<file path="config.mk">
export PLATFORM = sky130hd
export DESIGN_NAME = extint_ctrl
export DESIGN_NICKNAME = d
export VERILOG_FILES = /design/src/rtl/extint_pkg.sv /design/src/rtl/extint_sync.sv /design/src/rtl/extint_detect.sv /design/src/rtl/extint_regs.sv /design/src/rtl/extint_ctrl.sv
export SDC_FILE = /design/constraint.sdc
export NUM_CORES = 1
export LEC_CHECK = 0
export BUFFER_PORTS_ARGS = -buffer_cell sky130_fd_sc_hd__buf_2
export CORE_AREA = 2 2 39 41
export CTS_BUF_LIST = sky130_fd_sc_hd__clkbuf_4 sky130_fd_sc_hd__clkbuf_8 sky130_fd_sc_hd__clkbuf_16
export CTS_CLUSTER_DIAMETER = 80
export DETAILED_ROUTE_END_ITERATION = 7
export DIE_AREA = 0 0 41 43
export HOLD_SLACK_MARGIN = 0.02
export PLACE_DENSITY = 0.63
export SYNTH_ARGS = -nofsm -noshare
export SYNTH_HDL_FRONTEND = slang
export SYNTH_SLANG_ARGS = --single-unit
</file>
<file path="constraint.sdc">
create_clock -name clk -period 1.3 [get_ports clk]
set_input_delay 0.065 -clock clk [delete_from_list [all_inputs] [get_ports clk]]
set_output_delay 0.065 -clock clk [all_outputs]
set_load 0.01 [all_outputs]
</file>
<file path="src/rtl/extint_pkg.sv">
package extint_pkg;
   localparam int REG_W    = 8;
   localparam int B_PULLOFF = 6;
   localparam int B_POL     = 5;
   localparam int B_PINEN   = 4;
   localparam int B_FLAG    = 3;
   localparam int B_ACK     = 2;
   localparam int B_IRQEN   = 1;
   localparam int B_LVL     = 0;

   typedef struct packed {
      logic pull_off;
      logic pol_rise;
      logic pin_en;
      logic irq_en;
      logic lvl_mode;
   } ctrl_t;

   localparam ctrl_t CTRL_RST = '{default: 1'b0};
endpackage

</file>
<file path="src/rtl/extint_sync.sv">
module extint_sync #(
   parameter int   STAGES  = 2,
   parameter logic RST_VAL = 1'b0
) (
   input  logic clk,
   input  logic rst_n,
   input  logic d_in,
   output logic q_out
);
   generate
      if (STAGES < 2) begin : g_bad_depth
         $error("extint_sync: STAGES must be at least 2");
      end
   endgenerate

   logic [STAGES-1:0] chain_q;

   genvar gi;
   generate
      for (gi = 0; gi < STAGES; gi++) begin : g_stage
         if (gi == 0) begin : g_first
            always_ff @(posedge clk or negedge rst_n) begin
               if (!rst_n) chain_q[gi] <= RST_VAL;
               else        chain_q[gi] <= d_in;
            end
         end else begin : g_next
            always_ff @(posedge clk or negedge rst_n) begin
               if (!rst_n) chain_q[gi] <= RST_VAL;
               else        chain_q[gi] <= chain_q[gi-1];
            end
         end
      end
   endgenerate

   assign q_out = chain_q[STAGES-1];
endmodule

</file>
<file path="src/rtl/extint_detect.sv">
module extint_detect (
   input  logic clk,
   input  logic rst_n,
   input  logic pin_sync,
   input  logic pin_en,
   input  logic pol_rise,
   input  logic lvl_mode,
   output logic asserted,
   output logic evt
);
   logic hist_q;
   logic edge_hit;
   logic lvl_hit;

   // normalise to "1 = asserted" for the selected polarity
   assign asserted = pol_rise ? pin_sync : ~pin_sync;

   // history holds deasserted level while disabled (no stale edge memory)
   always_ff @(posedge clk or negedge rst_n) begin
      if (!rst_n)       hist_q <= 1'b0;
      else if (!pin_en) hist_q <= 1'b0;
      else              hist_q <= asserted;
   end

   assign edge_hit = pin_en & asserted & ~hist_q;
   assign lvl_hit  = pin_en & lvl_mode & asserted;
   assign evt      = edge_hit | lvl_hit;

   AST_HIST_CLEAR: assert property (@(posedge clk) disable iff (!rst_n)
      $past(!pin_en) && pin_en && asserted |-> evt);
endmodule

</file>
<file path="src/rtl/extint_regs.sv">
module extint_regs
   import extint_pkg::*;
#(
   parameter int          ADDR_W   = 4,
   parameter logic [ADDR_W-1:0] REG_ADDR = '0
) (
   input  logic              clk,
   input  logic              rst_n,
   input  logic              bus_sel,
   input  logic              bus_wr,
   input  logic [ADDR_W-1:0] bus_addr,
   input  logic [REG_W-1:0]  bus_wdata,
   input  logic              evt,
   output ctrl_t             ctrl,
   output logic              flag,
   output logic [REG_W-1:0]  bus_rdata
);
   logic  hit;
   logic  wr_hit;
   logic  ack_hit;
   ctrl_t ctrl_q;
   logic  flag_q;

   assign hit     = bus_sel && (bus_addr == REG_ADDR);
   assign wr_hit  = hit && bus_wr;
   assign ack_hit = wr_hit && bus_wdata[B_ACK];

   always_ff @(posedge clk or negedge rst_n) begin
      if (!rst_n) begin
         ctrl_q <= CTRL_RST;
      end else if (wr_hit) begin
         ctrl_q.pull_off <= bus_wdata[B_PULLOFF];
         ctrl_q.pol_rise <= bus_wdata[B_POL];
         ctrl_q.pin_en   <= bus_wdata[B_PINEN];
         ctrl_q.irq_en   <= bus_wdata[B_IRQEN];
         ctrl_q.lvl_mode <= bus_wdata[B_LVL];
      end
   end

   // event has priority over acknowledge
   always_ff @(posedge clk or negedge rst_n) begin
      if (!rst_n)       flag_q <= 1'b0;
      else if (evt)     flag_q <= 1'b1;
      else if (ack_hit) flag_q <= 1'b0;
   end

   always_comb begin
      bus_rdata = '0;
      if (hit) begin
         bus_rdata[B_PULLOFF] = ctrl_q.pull_off;
         bus_rdata[B_POL]     = ctrl_q.pol_rise;
         bus_rdata[B_PINEN]   = ctrl_q.pin_en;
         bus_rdata[B_FLAG]    = flag_q;
         bus_rdata[B_IRQEN]   = ctrl_q.irq_en;
         bus_rdata[B_LVL]     = ctrl_q.lvl_mode;
      end
   end

   assign ctrl = ctrl_q;
   assign flag = flag_q;

   AST_CLEAR_CAUSE: assert property (@(posedge clk) disable iff (!rst_n)
      $fell(flag_q) |-> $past(ack_hit));
   AST_EVENT_WINS: assert property (@(posedge clk) disable iff (!rst_n)
      $past(evt) |-> flag_q);
endmodule

</file>
<file path="src/rtl/extint_ctrl.sv">
module extint_ctrl
   import extint_pkg::*;
#(
   parameter int          ADDR_W      = 4,
   parameter logic [ADDR_W-1:0] REG_ADDR = '0,
   parameter int          SYNC_STAGES = 2
) (
   input  logic              clk,
   input  logic              rst_n,
   input  logic              bus_sel,
   input  logic              bus_wr,
   input  logic [ADDR_W-1:0] bus_addr,
   input  logic [7:0]        bus_wdata,
   output logic [7:0]        bus_rdata,
   input  logic              pin_in,
   output logic              irq_req,
   output logic              pull_up_en,
   output logic              pull_dn_en
);
   generate
      if (ADDR_W < 1) begin : g_bad_addr
         $error("extint_ctrl: ADDR_W must be positive");
      end
      if (REG_W != 8) begin : g_bad_width
         $error("extint_ctrl: register width must be 8");
      end
   endgenerate

   ctrl_t ctrl;
   logic  flag;
   logic  pin_sync;
   logic  asserted;
   logic  evt;
   logic  pull_on;

   extint_sync #(.STAGES(SYNC_STAGES), .RST_VAL(1'b0)) u_sync (
      .clk   (clk),
      .rst_n (rst_n),
      .d_in  (pin_in),
      .q_out (pin_sync)
   );

   extint_detect u_det (
      .clk      (clk),
      .rst_n    (rst_n),
      .pin_sync (pin_sync),
      .pin_en   (ctrl.pin_en),
      .pol_rise (ctrl.pol_rise),
      .lvl_mode (ctrl.lvl_mode),
      .asserted (asserted),
      .evt      (evt)
   );

   extint_regs #(.ADDR_W(ADDR_W), .REG_ADDR(REG_ADDR)) u_regs (
      .clk       (clk),
      .rst_n     (rst_n),
      .bus_sel   (bus_sel),
      .bus_wr    (bus_wr),
      .bus_addr  (bus_addr),
      .bus_wdata (bus_wdata),
      .evt       (evt),
      .ctrl      (ctrl),
      .flag      (flag),
      .bus_rdata (bus_rdata)
   );

   assign irq_req    = flag & ctrl.irq_en;
   assign pull_on    = ctrl.pin_en & ~ctrl.pull_off;
   assign pull_up_en = pull_on & ~ctrl.pol_rise;
   assign pull_dn_en = pull_on &  ctrl.pol_rise;

   AST_RISE_NEEDS_PE: assert property (@(posedge clk) disable iff (!rst_n)
      $rose(flag) |-> $past(ctrl.pin_en));
   AST_LEVEL_HOLDS: assert property (@(posedge clk) disable iff (!rst_n)
      $past(ctrl.pin_en && ctrl.lvl_mode && asserted) |-> flag);
   AST_PULL_EXCL: assert property (@(posedge clk) disable iff (!rst_n)
      $onehot0({pull_up_en, pull_dn_en}));
endmodule

</file>
==> key figures <==
Floorplanning
  – Core Area: 0.00138 mm^2
  – DIE HEIGHT: 43 um
  – I/O pin cnt: 28
  – Rows: 14
  – Starting Density: ~33%
  – Die width: 41 um
  – Die Footprint: 0.00176 mm^2

STA
  – Final period util: between 90 and 100%
  – Hold Slack: 39.1 ps
  – Layout Skew: 1.61 ps
  – Fmax: 777 MHz
  – Tmin final: 1290 ps
  – Final Max Tran Viols: 0
  – Hold Violations, Final: 0
  – RSZ-0062 raised after global routing: no
  – Final-report setup violation count: 0

Final layout
  – Core Util, Final: 47.8%
  – Share of cells above drive strength 1: between 50 and 60%
  – Layout area overhead: 44.9%
  – # nets final: 85
  – Ant. Diodes: 0

Placed design
  – Final Wtd Congestion: 0.681
  – Port Buf Inserts: 23

Critical path
  – Origin of the critical flop-to-flop path: u_regs.ctrl[3]
  – CP peak stage delay: 570 ps
  – WS Path Type: in2reg
  – Critical-path maximum fanout: 5
  – Slowest CP cell: or4b_4
  – Crit path launch: bus_addr[3]
  – CP cell instances: buf_6 -> or3b_4 -> or4b_4 -> mux2_4
  – Critical path arrival: 1430 ps
  – Worst EP required: 1440 ps
  – CP top delay family: simple AND/OR/NAND/NOR gates
  – CP Buf/Inv Count: 1
  – Startpoint Class: input pin
  – Setup crit end kind: register

Global routing
  – Initial antenna violation count: 0
  – Largest net degree at the start of global routing: 10
  – GRT Total Usage: ~11%
  – First-pass GRT wire length: 1270 um
  – Grt total ovfl: 0
  – Number of global-route vias before repair: 307

Route
  – DRT iter0 DRCs: 4
  – Pre-antenna DRT Iters: 4
  – Vias per inst: 4.39
  – WL per Instance: approximately 10 um
  – Final WL: 847 um
  – Post-route ant nets: 0
  – DRC Markers: 0
  – Vias post-DR: 364

Clocking
  – CTS buffer count: 3
  – CTS tree: yes
  – Root buf cell: clkbuf_4
  – H-tree Lvls: 1
  – CTS sink count: 9
  – Longest Clk Path Bufs: 2
  – Reg clk slew, reported paths: 60 ps
  – Worst-Skew Late Latency: 250 ps

Logic synthesis
  – EDFF count, synth: 0
  – Cells after synthesis: 37
  – Yosys warns: 0
  – Seq/Total Area, Yosys: roughly 49%
  – Avg Inst Size Synth: 12.3 um^2
  – Seq cells post-synth: 9
  – Synth Cell Area: 457 um^2
  – Count of different cell masters after synthesis: 16
  – Asr flop ratio synth: 100%
  – Post-synth top flop: dfrtp_1

Power and ir drop
  – Pleak: 0.361 nW
  – Max IR drop VDD: between 0.4 and 0.5 mV
  – Pwr Density: 1130 mW/mm^2
  – Post-route total power: about 0.75 mW

Min path
  – Worst Hold Class: in2reg
  – Hold Crit Start: bus_wdata[1]

Run
  – Max Cap Viol: 0

Status
  – Status: finished, final reports clean
-- final cells by class --
class	instances	area, um^2
Fill cell	128	722
Sequential cell	9	225
Multi-Input combinational cell	26	220
Timing Repair Buffer	28	166
Clock buffer	4	30.0
Tap cell	16	20.0
-- worst paths after layout --
check	end	slack, ps	depth (start not counted)
setup reg to reg	u_regs.flag	440	3
hold / removal	u_regs.ctrl[1]	40	2
hold reg to reg	u_sync.q_out	360	0
setup / recovery	u_regs.ctrl[3]	10	4
min in group asynchronous	u_det.hist_q	170	2
max in group asynchronous	u_regs.ctrl[4]	960	2
-- through the flow --
step / worst slack [ps] / std cells / cell area [um^2] / TNS [ps]
after detailed placement: -344 / 76 / 587 / -1700
after floorplan: -183 / 38 / 463 / -914
after CTS: -26.3 / 83 / 658 / -113
after global routing: 12.8 / 83 / 662 / 0
after global placement: -318 / 76 / 587 / -1580
final: 12.2 / 83 / 662 / 0
-- state kept, by name, indices dropped and copies added, names as in the netlist --
name and flops:
u_regs.ctrl 5, u_det.hist_q 1, u_sync.q_out 1, u_regs.flag 1
u_sync.chain_q 1
-- cell families (layout without fill, tap and decap cells) --
logic type / Yosys count / in the layout / synth area share [%]
compound gates: 1 / 1 / 1.92
mux: 5 / 5 / 16.4
xor+xnor: 1 / 1 / 1.92
flops: 9 / 9 / 49.3
simple gates: 17 / 17 / 23.8
buf+inv: 3 / 32 / 5.75
other cells: 1 / 2 / 0.821
-- cell usage after synthesis, types with 2 or more instances --
library cell / number / share of area, %
buf_4: 2 / 3.3
and2_1: 8 / 11
mux2_4: 5 / 16
dfrtp_1: 9 / 49
nand2_1: 2 / 1.6
-- report_power, final --
part	switching (mW)	total, mW	internal [mW]
sequential	0.0356	0.359	0.323
clock	0.0919	0.231	0.139
combinational	0.0547	0.157	0.103
total	0.182	0.747	0.564
-- repair_timing --
item                       4_1_cts  5_1_grt
gates resized for setup          3        1
hold buffers                     2        1
setup endpoints to repair        5       11
cloned                           0        0
setup buffers                    1        0
hold endpoints to repair        10        1
-- cell usage in the layout, fill, tap and decap left out --
cell | synthesis | routed
or3b_4 | 0 | 1
dlygate4sd3_1 | 0 | 3
dfrtp_1 | 9 | 9
xnor2_1 | 1 | 1
o41ai_1 | 1 | 1
nand2b_1 | 1 | 1
nand2_1 | 2 | 2
buf_4 | 2 | 2
and3b_1 | 1 | 1
nand3_1 | 1 | 1
nor3_2 | 0 | 1
mux2_4 | 5 | 5
buf_2 | 0 | 22
clkbuf_4 | 0 | 4
conb_1 | 1 | 2
nor3b_1 | 1 | 1
and2_1 | 8 | 8
buf_6 | 1 | 1
or4b_4 | 0 | 1
-- per-layer routing --
metal,GRT usage [%],vias to the layer above,wire (um)
met5,0,-,0
met4,10.0,0,0
met3,3.14,0,71
met2,15.0,17,440
met1,14.5,167,335
li1,-,180,-
Note: power is estimated with default switching activity, not from simulation.
